[src/rtl/cfg_xlat_pkg.sv]
package cfg_xlat_pkg;
    parameter int BUS_W  = 8;
    parameter int DEV_W  = 5;
    parameter int FN_W   = 3;
    parameter int OFF_W  = 16;
    parameter int DATA_W = 32;

    typedef enum logic [2:0] {
        ST_IDLE,
        ST_LOC,
        ST_WCFG,
        ST_WIN,
        ST_RESP
    } xl_state_e;

    typedef struct packed {
        xl_state_e           st;
        logic [BUS_W-1:0]    bus;
        logic [DEV_W-1:0]    dev;
        logic [FN_W-1:0]     fn;
        logic [OFF_W-1:0]    off;
        logic                write;
        logic                type1;
        logic [DATA_W-1:0]   wdata;
        logic [DATA_W-1:0]   rdata;
    } xl_regs_t;
endpackage

[src/rtl/cfg_xlat_vet.sv]
module cfg_xlat_vet
    import cfg_xlat_pkg::*;
#(
    parameter int EXT_CFG_BYTES = 4096
) (
    input  logic [BUS_W-1:0] bus,
    input  logic [DEV_W-1:0] dev,
    input  logic [OFF_W-1:0] off,
    input  logic             link_up,
    output logic             pass,
    output logic             to_local,
    output logic             use_type1
);
    localparam logic [OFF_W-1:0] OFF_LIMIT = OFF_W'(EXT_CFG_BYTES);

    logic off_ok, link_ok, dev_ok;

    always_comb begin
        off_ok    = (off < OFF_LIMIT);
        link_ok   = (bus == '0) || link_up;
        dev_ok    = (bus > BUS_W'(1)) || (dev == '0);
        pass      = off_ok && link_ok && dev_ok;
        to_local  = (bus == '0);
        use_type1 = (bus > BUS_W'(1));
    end
endmodule

[src/rtl/cfg_xlat_tgt.sv]
module cfg_xlat_tgt
    import cfg_xlat_pkg::*;
#(
    parameter int TGT_W   = 32,
    parameter int TAG_SH  = 8
) (
    input  logic [BUS_W-1:0] bus,
    input  logic [DEV_W-1:0] dev,
    input  logic [FN_W-1:0]  fn,
    output logic [TGT_W-1:0] target
);
    localparam int TAG_W = BUS_W + DEV_W + FN_W + 8;

    logic [TAG_W-1:0] tag;

    always_comb begin
        tag    = {bus, dev, fn, 8'h00};
        target = TGT_W'({tag, {TAG_SH{1'b0}}});
    end
endmodule

[src/rtl/cfg_xlat.sv]
module cfg_xlat
    import cfg_xlat_pkg::*;
#(
    parameter int EXT_CFG_BYTES = 4096,
    parameter int TGT_W         = 32
) (
    input  logic              clk,
    input  logic              rst_n,
    input  logic              req_valid,
    input  logic [BUS_W-1:0]  req_bus,
    input  logic [DEV_W-1:0]  req_dev,
    input  logic [FN_W-1:0]   req_fn,
    input  logic [OFF_W-1:0]  req_off,
    input  logic              req_write,
    input  logic [DATA_W-1:0] req_wdata,
    input  logic              link_up,
    output logic              busy,
    output logic              rsp_valid,
    output logic [DATA_W-1:0] rsp_rdata,
    output logic              loc_req,
    output logic              loc_write,
    output logic [$clog2(EXT_CFG_BYTES)-1:0] loc_addr,
    output logic [DATA_W-1:0] loc_wdata,
    input  logic              loc_done,
    input  logic              loc_abort,
    input  logic [DATA_W-1:0] loc_rdata,
    output logic              win_cfg_we,
    output logic              win_type1,
    output logic [TGT_W-1:0]  win_target,
    output logic              win_req,
    output logic              win_write,
    output logic [$clog2(EXT_CFG_BYTES)-1:0] win_addr,
    output logic [DATA_W-1:0] win_wdata,
    input  logic              win_done,
    input  logic              win_abort,
    input  logic [DATA_W-1:0] win_rdata
);
    localparam int CFG_AW = $clog2(EXT_CFG_BYTES);

    xl_regs_t r_d, r_q;
    logic     v_pass, v_local, v_type1;
    logic [CFG_AW-1:0] word_addr;

    cfg_xlat_vet #(.EXT_CFG_BYTES(EXT_CFG_BYTES)) u_vet (
        .bus       (req_bus),
        .dev       (req_dev),
        .off       (req_off),
        .link_up   (link_up),
        .pass      (v_pass),
        .to_local  (v_local),
        .use_type1 (v_type1)
    );

    cfg_xlat_tgt #(.TGT_W(TGT_W)) u_tgt (
        .bus    (r_q.bus),
        .dev    (r_q.dev),
        .fn     (r_q.fn),
        .target (win_target)
    );

    always_comb begin
        r_d = r_q;
        unique case (r_q.st)
            ST_IDLE: begin
                if (req_valid) begin
                    r_d.bus   = req_bus;
                    r_d.dev   = req_dev;
                    r_d.fn    = req_fn;
                    r_d.off   = req_off;
                    r_d.write = req_write;
                    r_d.wdata = req_wdata;
                    r_d.type1 = v_type1;
                    if (!v_pass) begin
                        r_d.rdata = req_write ? '0 : '1;
                        r_d.st    = ST_RESP;
                    end else if (v_local) begin
                        r_d.st    = ST_LOC;
                    end else begin
                        r_d.st    = ST_WCFG;
                    end
                end
            end
            ST_LOC: begin
                if (loc_done) begin
                    r_d.rdata = r_q.write ? '0 : (loc_abort ? '1 : loc_rdata);
                    r_d.st    = ST_RESP;
                end
            end
            ST_WCFG: r_d.st = ST_WIN;
            ST_WIN: begin
                if (win_done) begin
                    r_d.rdata = r_q.write ? '0 : (win_abort ? '1 : win_rdata);
                    r_d.st    = ST_RESP;
                end
            end
            ST_RESP: r_d.st = ST_IDLE;
            default: r_d.st = ST_IDLE;
        endcase
    end

    always_ff @(posedge clk) begin
        if (!rst_n) begin
            r_q       <= '0;
            r_q.st    <= ST_IDLE;
        end else begin
            r_q       <= r_d;
        end
    end

    assign word_addr  = {r_q.off[CFG_AW-1:2], 2'b00};
    assign busy       = (r_q.st != ST_IDLE);
    assign rsp_valid  = (r_q.st == ST_RESP);
    assign rsp_rdata  = r_q.rdata;
    assign loc_req    = (r_q.st == ST_LOC);
    assign loc_write  = r_q.write;
    assign loc_addr   = word_addr;
    assign loc_wdata  = r_q.wdata;
    assign win_cfg_we = (r_q.st == ST_WCFG);
    assign win_type1  = r_q.type1;
    assign win_req    = (r_q.st == ST_WIN);
    assign win_write  = r_q.write;
    assign win_addr   = word_addr;
    assign win_wdata  = r_q.wdata;

    // the response cycle is followed by an idle block
    assert_busy_release_R9: assert property (@(posedge clk) disable iff (!rst_n)
        rsp_valid |=> !busy);

    // window programmed in the cycle before the access starts
    assert_cfg_before_req_R7: assert property (@(posedge clk) disable iff (!rst_n)
        $rose(win_req) |-> $past(win_cfg_we));

    // target held steady across the access
    assert_target_hold_R7: assert property (@(posedge clk) disable iff (!rst_n)
        (win_req && $past(win_req)) |-> $stable(win_target));

    // the two downstream paths never overlap
    assert_path_excl_R5: assert property (@(posedge clk) disable iff (!rst_n)
        !(loc_req && (win_req || win_cfg_we)));

    // the window is only programmed for a request accepted with the link up
    assert_link_gate_R2: assert property (@(posedge clk) disable iff (!rst_n)
        win_cfg_we |-> $past(link_up));

    // an aborted local read yields all ones
    assert_abort_ones_R8: assert property (@(posedge clk) disable iff (!rst_n)
        (rsp_valid && !loc_write && $past(loc_req && loc_done && loc_abort))
            |-> (rsp_rdata == '1));
endmodule

[config.mk]
export PLATFORM = sky130hd
export DESIGN_NAME = cfg_xlat
export DESIGN_NICKNAME = d
export VERILOG_FILES = /design/src/rtl/cfg_xlat_pkg.sv /design/src/rtl/cfg_xlat_vet.sv /design/src/rtl/cfg_xlat_tgt.sv /design/src/rtl/cfg_xlat.sv
export SDC_FILE = /design/constraint.sdc
export NUM_CORES = 1
export LEC_CHECK = 0
export BUFFER_PORTS_ARGS = -buffer_cell sky130_fd_sc_hd__buf_2
export CAP_MARGIN = 20
export CELL_PAD_IN_SITES_DETAIL_PLACEMENT = 0
export CELL_PAD_IN_SITES_GLOBAL_PLACEMENT = 1
export CORE_UTILIZATION = 31
export CTS_BUF_LIST = sky130_fd_sc_hd__clkbuf_4 sky130_fd_sc_hd__clkbuf_8
export DETAILED_ROUTE_END_ITERATION = 16
export GPL_TIMING_DRIVEN = 0
export PLACE_DENSITY = 0.9
export SLEW_MARGIN = 10
export SYNTH_ARGS = -nofsm -noshare
export SYNTH_HDL_FRONTEND = slang
export SYNTH_SLANG_ARGS = --single-unit
[constraint.sdc]
create_clock -name clk -period 2.5 [get_ports clk]
set_input_delay 0.125 -clock clk [delete_from_list [all_inputs] [get_ports clk]]
set_output_delay 0.125 -clock clk [all_outputs]
set_load 0.03 [all_outputs]
---- Word-level counts from Yosys, hierarchy flattened ----
Index checks and enable logic that the tools add are counted.
word-level totals
  word-level logic and storage cells ...... 46
  bits of input ports ..................... 137
  register bits ........................... 101
  output and inout bits ................... 160
operators by class
  eq/ne operators ......................... 8
  order comparisons ....................... 2
  mux-type cells .......................... 15
  reduce and logical (&&, ||, !) cells .... 12
operators by type and width
  operator                number
  $mux W32                8
  $mux W101               1
  $pmux W32 S3            1
  $lt A16 B13 Y1 const B  1
  $pmux W3 S4             1
  $mux W3                 3
  $gt A8 B1 Y1 const B    1
  $logic_not A8 Y1        1
  $eq A3 B2 Y1 const B    2
  $reduce_bool A3 Y1      2
  $logic_not A5 Y1        1
  $reduce_and A5 Y1       1
  $ne A2 B1 Y1 const B    2
  $ne A2 B2 Y1 const B    2
  $eq A3 B1 Y1 const B    1
  $eq A3 B3 Y1 const B    1
  $logic_not A3 Y1        1
  $reduce_and A3 Y1       1
  $logic_and A1 B1 Y1     2
  $logic_or A1 B1 Y1      2
  $mux W2                 1
  $reduce_and A2 Y1       1

---- Depth between registers and ports, before layout ----
Gate-level depths: netlist of the first run.
  word-level depth ........................ 7
  gate-level depth with buffers ........... 7
  depth with buffers taken out ............ 5

---- Hierarchy ----
From an unflattened synthesis of the first run, not the netlist that was laid out.
unflattened totals
  cells, all modules ...................... 642
  area, all modules ....................... 5316.3 um^2
by module, submodules not included
  module        instances  cells an instance  area an instance (um^2)  seq. area each (um^2)
  cfg_xlat      1          601                5019.8                   1901.8
  cfg_xlat_tgt  1          33                 244.0                    0.0
  cfg_xlat_vet  1          8                  52.6                     0.0

---- Worst setup path before layout of the first run ----
No wires, ideal clock.
  path type ............................... input-to-reg
  start ................................... input req_bus[6]
  end ..................................... register r_q (netlist bit rsp_rdata[0])
  stages on the path ...................... 6
  setup slack ............................. 0.634 ns
  arrival ................................. 1.747 ns
  data required time ...................... 2.381 ns
  setup time .............................. 0.119 ns
  path through ............................ or4_4 -> or4_4 -> o21ai_2 -> o21ai_1 -> buf_2 -> o221a_2
between the ends
  word-level cells in the longest chain between the ends .. 6
  elaborated cells between the ends (all ways) .. 8
RTL lines
  what                                                  line                text
  from (decl)                                           cfg_xlat.sv:10      input logic [BUS_W-1:0] req_bus,
  branches (longest 3 deep; another with $gt A8 B1 Y1)  n/a
  $logic_and A1 B1 Y1 (*)                               cfg_xlat_vet.sv:22  pass = off_ok && link_ok && dev_ok;
  $ne A2 B2 Y1 (no source line) (*)                     n/a
  $reduce_and A5 Y1 (no source line) (*)                n/a
  to (signal assigned)                                  cfg_xlat.sv:106     r_q <= r_d;
  to (decl)                                             cfg_xlat.sv:40      xl_regs_t r_d, r_q;
Mark *: on every way between the ends.
A chain may end at the register's enable or synchronous reset.

---- Worst setup path after layout of the first run ----
  start ................................... input req_bus[6]
  end ..................................... register r_q (netlist bit rsp_rdata[21])
The elaborated chain is that of the path after synthesis.

==> results of run 1 <==
==> per-stage QoR <==
step	TNS (ns)	hold WS [ns]	worst slack, ns
2_1_floorplan	0	0.261	0.634
5_1_grt	0	0.0196	0.00793
3_3_place_gp	-8.69	0.365	-0.186
6_report	0	0.0336	0.0968
3_5_place_dp	0	0.372	0.257
4_1_cts	0	0.00916	0.110
==> what timing repair did <==
action | CTS | global route
setup buffers | 0 | 0
endpoints found under the hold margin | 55 | 0
hold buffers | 55 | 0
==> area by class of cell <==
type                       count  area [sq um]  share of cell area, %
timing repair buffer         328          1920                   25.8
sequential                    95          1900                   25.6
multi-input combinational    338          1780                   24.0
buffer                       194          1360                   18.3
tap                          211           264                   3.55
clock buffer                  10           138                   1.85
clock inverter                 5          58.8                  0.790
inverter                       4          15.0                  0.202
==> placed cells by master (no fill, tap or decap), drive strengths merged, types with 2 or more instances in the layout <==
cell	n
nor2	38
dlygate4sd3	55
a21oi	61
buf	433
inv	3
clkinv	3
clkinvlp	2
nor3	4
or4	4
o221a	32
clkbuf	44
nand2	122
o22ai	32
nand2b	3
dfxtp	95
conb	20
o211ai	2
o21ai	3
nor2b	2
and2	3
==> tightest hold or removal path, delay by kind of cell <==
kind	cells	cell delay, ns
buffers and inverters	1	0.10
and+or+nand+nor	1	0.07
AOI/OAI and AO/OA	1	0.06
==> how the worst min path moves through the flow <==
stage,startpoint,to,slack (ns),depth (start not counted)
5_1_grt,req_bus[0],r_q[90],0.02,3
3_3_place_gp,req_wdata[21],loc_wdata[21],0.36,3
6_report,req_wdata[12],loc_wdata[12],0.03,3
4_1_cts,req_wdata[12],loc_wdata[12],0.009,3
3_5_place_dp,req_wdata[31],loc_wdata[31],0.37,3
2_1_floorplan,req_fn[0],r_q[82],0.26,2
==> routing by layer <==
metal / vias up / track usage [%] / share of wire, % / wire length (um)
met5: - / 0 / 0 / 0
li1: 2604 / - / - / -
met2: 172 / 31.1 / 48 / 7180
met4: 0 / 8.03 / 2.6 / 382
met1: 2246 / 21.5 / 44 / 6570
met3: 24 / 2.83 / 5.0 / 749
==> cells by family after synthesis <==
logic type,synth area share [%]
AND/OR/NAND/NOR,14.9
multiplexers,0.226
other,0.0752
AO/OA/AOI/OAI,19.0
buffers and inverters,27.6
flip-flops,38.2
==> power by group through the flow <==
stage	Sequential, uW	Combinational (uW)	Clock [uW]
2_1_floorplan	1700	790	0
3_3_place_gp	1710	1090	0
3_5_place_dp	1720	1100	0
4_1_cts	1680	1170	1080
5_1_grt	1700	1250	1140
6_report	1680	1160	1040
==> registers in the layout, summed over array words and instances, names as in the netlist <==
| signal | cells |
|---|---|
| rsp_rdata | 32 |
| loc_write | 1 |
| r_q | 19 |
| win_type1 | 1 |
| loc_wdata | 32 |
| loc_addr | 10 |
==> out/results.ini, run 1 <==
[status]
outcome = finished clean

[pwr]
p_int_uw = 2620
power_density_nw_per_um2 = 522
vdd_drop_max_uv = 223
p_leak_uw = 0.00390
clockPowerShare_pct = 26.7
finalPower_uw = 3880
p_seq_share_pct = 43.3
switching_share_pct = 32.4
p_comb_share_pct = 30.0
switchingPower_uw = 1260

[logic_synthesis]
synthTopCellsByCount = 153 x buf_4, 122 x nand2_1, 95 x dfxtp_1
ys.flop_type = dfxtp_1
syn-cell-area_sq_um = 4980
yosysTopAreaCell = dfxtp_1
synth.area.top_cells = dfxtp_1 38%, buf_4 23%, nand2_1 9.2%, o221a_2 7.0%, a21oi_1 6.1%
syn_inst = 612
ys_seq_elements = 95
synth_top_area_share_pct = 38.2
yosysSeqAreaShare_pct = 38.2
yosysWarningCount = 0
yosysMostFrequentCell = buf_4
avgSynthCellArea_sq_um = 8.15
synth_cell_types = 37
synth-edff-count = 0
async_flop_share_pct = 0

[sta]
final_max_slew_viol_count = 0
period_needed_ns = 2.40
tightest_slew_ns = 0.766
setup_viol = 0
relSlewSlack_pct = 48.8
grt_setup_unrepaired = false
clock_skew_ns = 0.00895
finalCritPeriodShare_pct = 96.1
hold_viol = 0
max_freq_ghz = 0.416

[clock_network]
numCtsBuffers = 9
clk_pin_slew_ns = 0.09
clockBufferDepth = 2
tritoncts = done
htreeDepth = 3
clockRootBuffer = clkbuf_8
cts_num_sinks = 95
worstSkewPairLatency_ns = 0.37
cts_resized = 0

[global_routing]
grt_pass1_wl_um = 23100
grt_max_degree = 16
first_global_vias = 4817
overflow = 0
grtUsageTotal_pct = 17.8
antenna_found_initial = 0

[hold_path]
hold_class = in -> reg

[detailed_routing]
wire_per_inst_um = 12.6
antenna_left = 0
vias_per_cell = 4.26
dr.pass1.iters = 4
drc_errors = 0
drtIter0Drc = 165
vias = 5046
wl_um = 14900

[floorplan]
core_region_area_sq_um = 15400
rows = 45
die_area_sq_um = 16600
dieHeight_um = 129
die_x_um = 129
io_pins = 297
start_util_pct = 32.3

[critical_path]
r2r-start = r_q[99]
start_kind = primary input
crit_buf_inv = 3
crit_path_max_incr_delay_ns = 0.55
cp_max_fo = 10
critPathLaunch = req_bus[6]
cp_num_cells = 8
cp_data_arrival_time_ns = 2.66
r2r_end = rsp_rdata[21]
r2r_cells = 7
critPathRequiredTime_ns = 2.75
crit_chain = dlygate4sd3_1 -> buf_2 -> or4_4 -> or4_4 -> o21ai_2 -> o21ai_1 -> buf_2 -> o221a_2
cp-endpoint = rsp_rdata[21]
cp_slowest_cell = or4_4
path_class = in -> reg
endpoint_kind = register
path_delay_family = simple AND/OR/NAND/NOR gates
worst-r2r-setup-slack_ns = 0.36

[cells_and_area]
diodes = 0
fin_area_sq_um = 7440
layout-drive-gt1-share_pct = 49.9
utilization_pct = 48.2
nNetsFinal = 1107
fillerInstances = 1583
finalNonFillerCells = 1185
syn_to_final_growth_pct = 49.2

[placed_design]
dp.cells = 1115
io_buffers = 273
dpl_cell_area_sq_um = 6690
gp_congestion = 0.760
dp_hpwl_um = 11200

[job]
drv_cap = 0

Note: power is estimated with default switching activity, not from simulation.
==> run 2: changes to the inputs <==
==> constraint.sdc (replaced) <==
create_clock -name clk -period 2.5 [get_ports clk]
set_input_delay 0.25 -clock clk [delete_from_list [all_inputs] [get_ports clk]]
set_output_delay 0.25 -clock clk [all_outputs]
set_load 0.03 [all_outputs]
==> out/results.ini, run 2 (same netlist as run 1, synthesis figures left out) <==
[status]
outcome = finished clean

[sta]
relSlewSlack_pct = 48.5
hold_viol = 0
tightest_slew_ns = 0.771
period_needed_ns = 2.14
grt_setup_unrepaired = false
final_max_slew_viol_count = 0
finalCritPeriodShare_pct = 85.6
fin_ws_ns = 0.360
tns_ns = 0
setup_viol = 0
clock_skew_ns = 0.0114
max_freq_ghz = 0.467

[clock_network]
clk_pin_slew_ns = 0.10
clockBufferDepth = 2
worstSkewPairLatency_ns = 0.37
cts_num_sinks = 95
post_cts_buffers = 0
htreeDepth = 3
cts_resized = 0
numCtsBuffers = 9
clockRootBuffer = clkbuf_8
tritoncts = done
postCtsHoldBufs = 0

[detailed_routing]
vias_per_cell = 4.28
topRoutingLayerUsed = met4
wl_met2_um = 6730
drtIter0Drc = 147
dr.pass1.iters = 4
drc_errors = 0
wl_um = 14200
wire_per_inst_um = 12.6
vias = 4832
wl_met3_um = 752
drt-met1-wl_um = 6370
antenna_left = 0

[placed_design]
dp.cells = 1115
dpl_cell_area_sq_um = 6690
dp_hpwl_um = 11200
pre_cts_slack_ns = 0.132
gp_congestion = 0.760
io_buffers = 273

[global_routing]
first_global_vias = 4434
grt_max_degree = 16
overflow = 0
grtUsageTotal_pct = 17.0
grt_pass1_wl_um = 21900
antenna_found_initial = 0

[floorplan]
die_area_sq_um = 16600
core_region_area_sq_um = 15400
rows = 45
io_pins = 297
dieHeight_um = 129
start_util_pct = 32.3
die_x_um = 129

[hold_path]
worstHoldPathCells = 3
hold_class = in -> reg

[cells_and_area]
fillerInstances = 1648
final_common_cell = buf_2
layout-drive-gt1-share_pct = 52.9
nNetsFinal = 1052
mostFrequentLayoutCells = 276 x buf_2, 153 x buf_4, 122 x nand2_1
multi_input_area_sq_um = 1780
seq_area_sq_um = 1900
diodes = 0
fin_area_sq_um = 6890
syn_to_final_growth_pct = 38.2
finalNonFillerCells = 1130

[critical_path]
cp_data_arrival_time_ns = 2.45
cp_max_fo = 10
critPathRequiredTime_ns = 2.81
r2r_cells = 7
path_class = reg -> reg
start_kind = register
endpoint_kind = register

[pwr]
power_density_nw_per_um2 = 553
p_leak_uw = 0.00367
finalPower_uw = 3810
vdd_drop_max_uv = 223

[job]
drv_cap = 0

==> run 2: worst paths after layout <==
path	startpoint	end	slack (ns)
min reg2reg	r_q[96]	r_q[96]	0.46
max	r_q[99]	rsp_rdata[21]	0.36
max reg2reg	r_q[99]	rsp_rdata[21]	0.36
min	req_wdata[20]	loc_wdata[20]	0.10
==> run 2: through the flow <==
stage | util, % | hold WS, ns
6_report | 44.7 | 0.105
5_1_grt | 44.7 | 0.0805
4_1_cts | 44.7 | 0.0736
3_5_place_dp | 43.4 | 0.448
3_3_place_gp | 43.3 | 0.442
2_1_floorplan | - | 0.386
==> run 2: per-layer routing <==
layer / vias to the layer above / global-route usage, %
met3: 22 / 2.91
met5: - / 0
met4: 0 / 7.68
li1: 2495 / -
met1: 2151 / 21.1
met2: 164 / 28.6
==> run 2: worst max-delay path, stage by stage (launching register included) <==
cell      delay, ns
dfxtp_1        0.36
clkbuf_1       0.39
or2_2          0.19
clkbuf_1       0.21
clkbuf_1       0.43
o22ai_1        0.19
nor2_1         0.12
o221a_2        0.19
==> run 2: cell type report <==
cell class | instances | share of cell area [%]
Inverter | 4 | 0.218
Clock inverter | 5 | 0.854
Sequential cell | 95 | 27.6
Clock buffer | 10 | 2.00
Multi-Input combinational cell | 338 | 25.9
Tap cell | 211 | 3.83
Timing Repair Buffer | 273 | 19.8
Buffer | 194 | 19.8
==> run 2: report_power, final <==
group | switching (uW) | internal (uW) | total (uW)
Clock | 555 | 485 | 1040
Sequential | 64.4 | 1620 | 1680
Combinational | 625 | 467 | 1090
Total | 1240 | 2570 | 3810
==> run 3: changes to the inputs <==
--- a/config.mk
+++ b/config.mk
@@ -13,7 +13,8 @@
 export CTS_BUF_LIST = sky130_fd_sc_hd__clkbuf_4 sky130_fd_sc_hd__clkbuf_8
 export DETAILED_ROUTE_END_ITERATION = 16
 export GPL_TIMING_DRIVEN = 0
-export PLACE_DENSITY = 0.9
+export PLACE_DENSITY_LB_ADDON = 0.1
+export SETUP_SLACK_MARGIN = 0.4
 export SLEW_MARGIN = 10
 export SYNTH_ARGS = -nofsm -noshare
 export SYNTH_HDL_FRONTEND = slang
==> out/results.ini, run 3 (same netlist as run 1, synthesis figures left out) <==
[placed_design]
pre_cts_slack_ns = 0.144
gp_congestion = 0.751
io_buffers = 273
dpl_cell_area_sq_um = 6690
dp_hpwl_um = 11800

[clock_network]
clockBufferDepth = 2
numCtsBuffers = 9
cts_num_sinks = 95
clockRootBuffer = clkbuf_8
clk_pin_slew_ns = 0.09
htreeDepth = 3
postCtsHoldBufs = 0
worstSkewPairLatency_ns = 0.37
tritoncts = done

[sta]
tns_ns = 0
hold_viol = 0
setup_viol = 0
period_needed_ns = 1.97
grt_setup_unrepaired = false
hold_ws_ns = 0.111
relSlewSlack_pct = 66.2
finalCritPeriodShare_pct = 78.8
clock_skew_ns = 0.0108
final_max_slew_viol_count = 0
max_freq_ghz = 0.508
fin_ws_ns = 0.530
tightest_slew_ns = 0.507

[cells_and_area]
syn_to_final_growth_pct = 39.4
nNetsFinal = 1052
fin_area_sq_um = 6950
layout-drive-gt1-share_pct = 53.4
final_common_cell = buf_2
mostFrequentLayoutCells = 274 x buf_2, 153 x buf_4, 122 x nand2_1

[detailed_routing]
dr.pass1.iters = 4
drt-met1-wl_um = 5990
vias_per_cell = 4.30
antenna_left = 0
wl_um = 14700
drtIter0Drc = 146
drc_errors = 0
vias = 4859
wl_met3_um = 986
topRoutingLayerUsed = met5
wire_per_inst_um = 13.0
wl_met2_um = 7480

[hold_path]
hold_end = loc_wdata[29]
hold_class = in -> reg
hold_start = req_wdata[29]
worstHoldPathCells = 3

[floorplan]
core_region_area_sq_um = 15400
die_x_um = 129
start_util_pct = 32.3
die_area_sq_um = 16600
dieHeight_um = 129
rows = 45
io_pins = 297

[job]
drv_cap = 0

[critical_path]
r2r_cells = 7
path_class = in -> reg
endpoint_kind = register
cp_num_cells = 7
path_delay_family = simple AND/OR/NAND/NOR gates
cp_slowest_cell = or4_4
worst-r2r-setup-slack_ns = 0.53
cp_max_fo = 10
crit_chain = buf_2 -> or4_4 -> or4_4 -> o21ai_2 -> o21ai_1 -> clkbuf_4 -> o221a_2
crit_path_max_incr_delay_ns = 0.54
critPathRequiredTime_ns = 2.75
cp_data_arrival_time_ns = 2.22
r2r_end = rsp_rdata[16]
crit_buf_inv = 2
r2r-start = r_q[98]
crit_top_cell = or4_4
start_kind = primary input

[status]
outcome = finished clean

[pwr]
p_seq_share_pct = 42.2
p_comb_share_pct = 27.5
power_density_nw_per_um2 = 574
switching_share_pct = 30.6
switchingPower_uw = 1220
p_int_uw = 2770
p_leak_uw = 0.00372
clockPowerShare_pct = 30.3
vdd_drop_max_uv = 323

[global_routing]
antenna_found_initial = 3
overflow = 0
first_global_vias = 4684
grtUsageTotal_pct = 17.4
grt_pass1_wl_um = 22300
grt_max_degree = 15

## run 3: cell count changes in the layout (fill, tap and decap cells not counted), moves of 2 or more
cell | previous run | this run
buf_2 | 276 | 274
clkbuf_4 | 0 | 4
bufinv_16 | 1 | 3
clkbuf_2 | 0 | 5
clkinvlp_4 | 2 | 0
clkbuf_1 | 34 | 29
## run 3: worst max-delay path by stage
stage	startpoint	slack [ns]	end
3_5_place_dp	req_bus[6]	0.14	rsp_rdata[16]
2_1_floorplan	req_bus[6]	0.51	rsp_rdata[0]
5_1_grt	r_q[98]	0.39	rsp_rdata[16]
3_3_place_gp	r_q[99]	0.01	loc_addr[3]
4_1_cts	r_q[99]	0.39	loc_addr[9]
6_report	req_bus[6]	0.53	rsp_rdata[16]
## run 3: cell type report
class | instances | area, sq um
antenna | 1 | 2.50
fill | 1645 | 8480
clock buffer | 11 | 139
sequential | 95 | 1900
tap | 211 | 264
clock inverter | 4 | 95.1
inverter | 4 | 15.0
timing repair buffer | 273 | 1370
multi-input combinational | 338 | 1790
buffer | 194 | 1370
## run 3: stage by stage
step           total power [uW]  cells  util (%)
6_report                   3990   1131      45.0
5_1_grt                    4190   1131      45.0
4_1_cts                    4040   1130      44.9
3_5_place_dp               2820   1115      43.4
3_3_place_gp               2800   1115      43.3
2_1_floorplan              2490    631         -
## run 3: timing repair
item,CTS,global route
setup endpoints to repair,4,92
resized for setup,1,11
buffers inserted,0,0
## run 3: power groups by stage
stage | Combinational (uW) | Clock (uW) | Sequential, uW
6_report | 1100 | 1210 | 1680
3_3_place_gp | 1090 | 0 | 1710
4_1_cts | 1100 | 1250 | 1680
3_5_place_dp | 1100 | 0 | 1720
5_1_grt | 1180 | 1310 | 1700
2_1_floorplan | 790 | 0 | 1700
## run 3: layer usage
metal  vias to the layer above  track usage [%]
met2                       152             33.0
met1                      2193             18.7
li1                       2494                -
met4                         4             4.98
met5                         -                0
met3                        16             4.95
## run 3: tightest hold or removal path, stage by stage
cell and delay (ns):
buf_2 0.09, nand2_1 0.04, a21oi_1 0.05
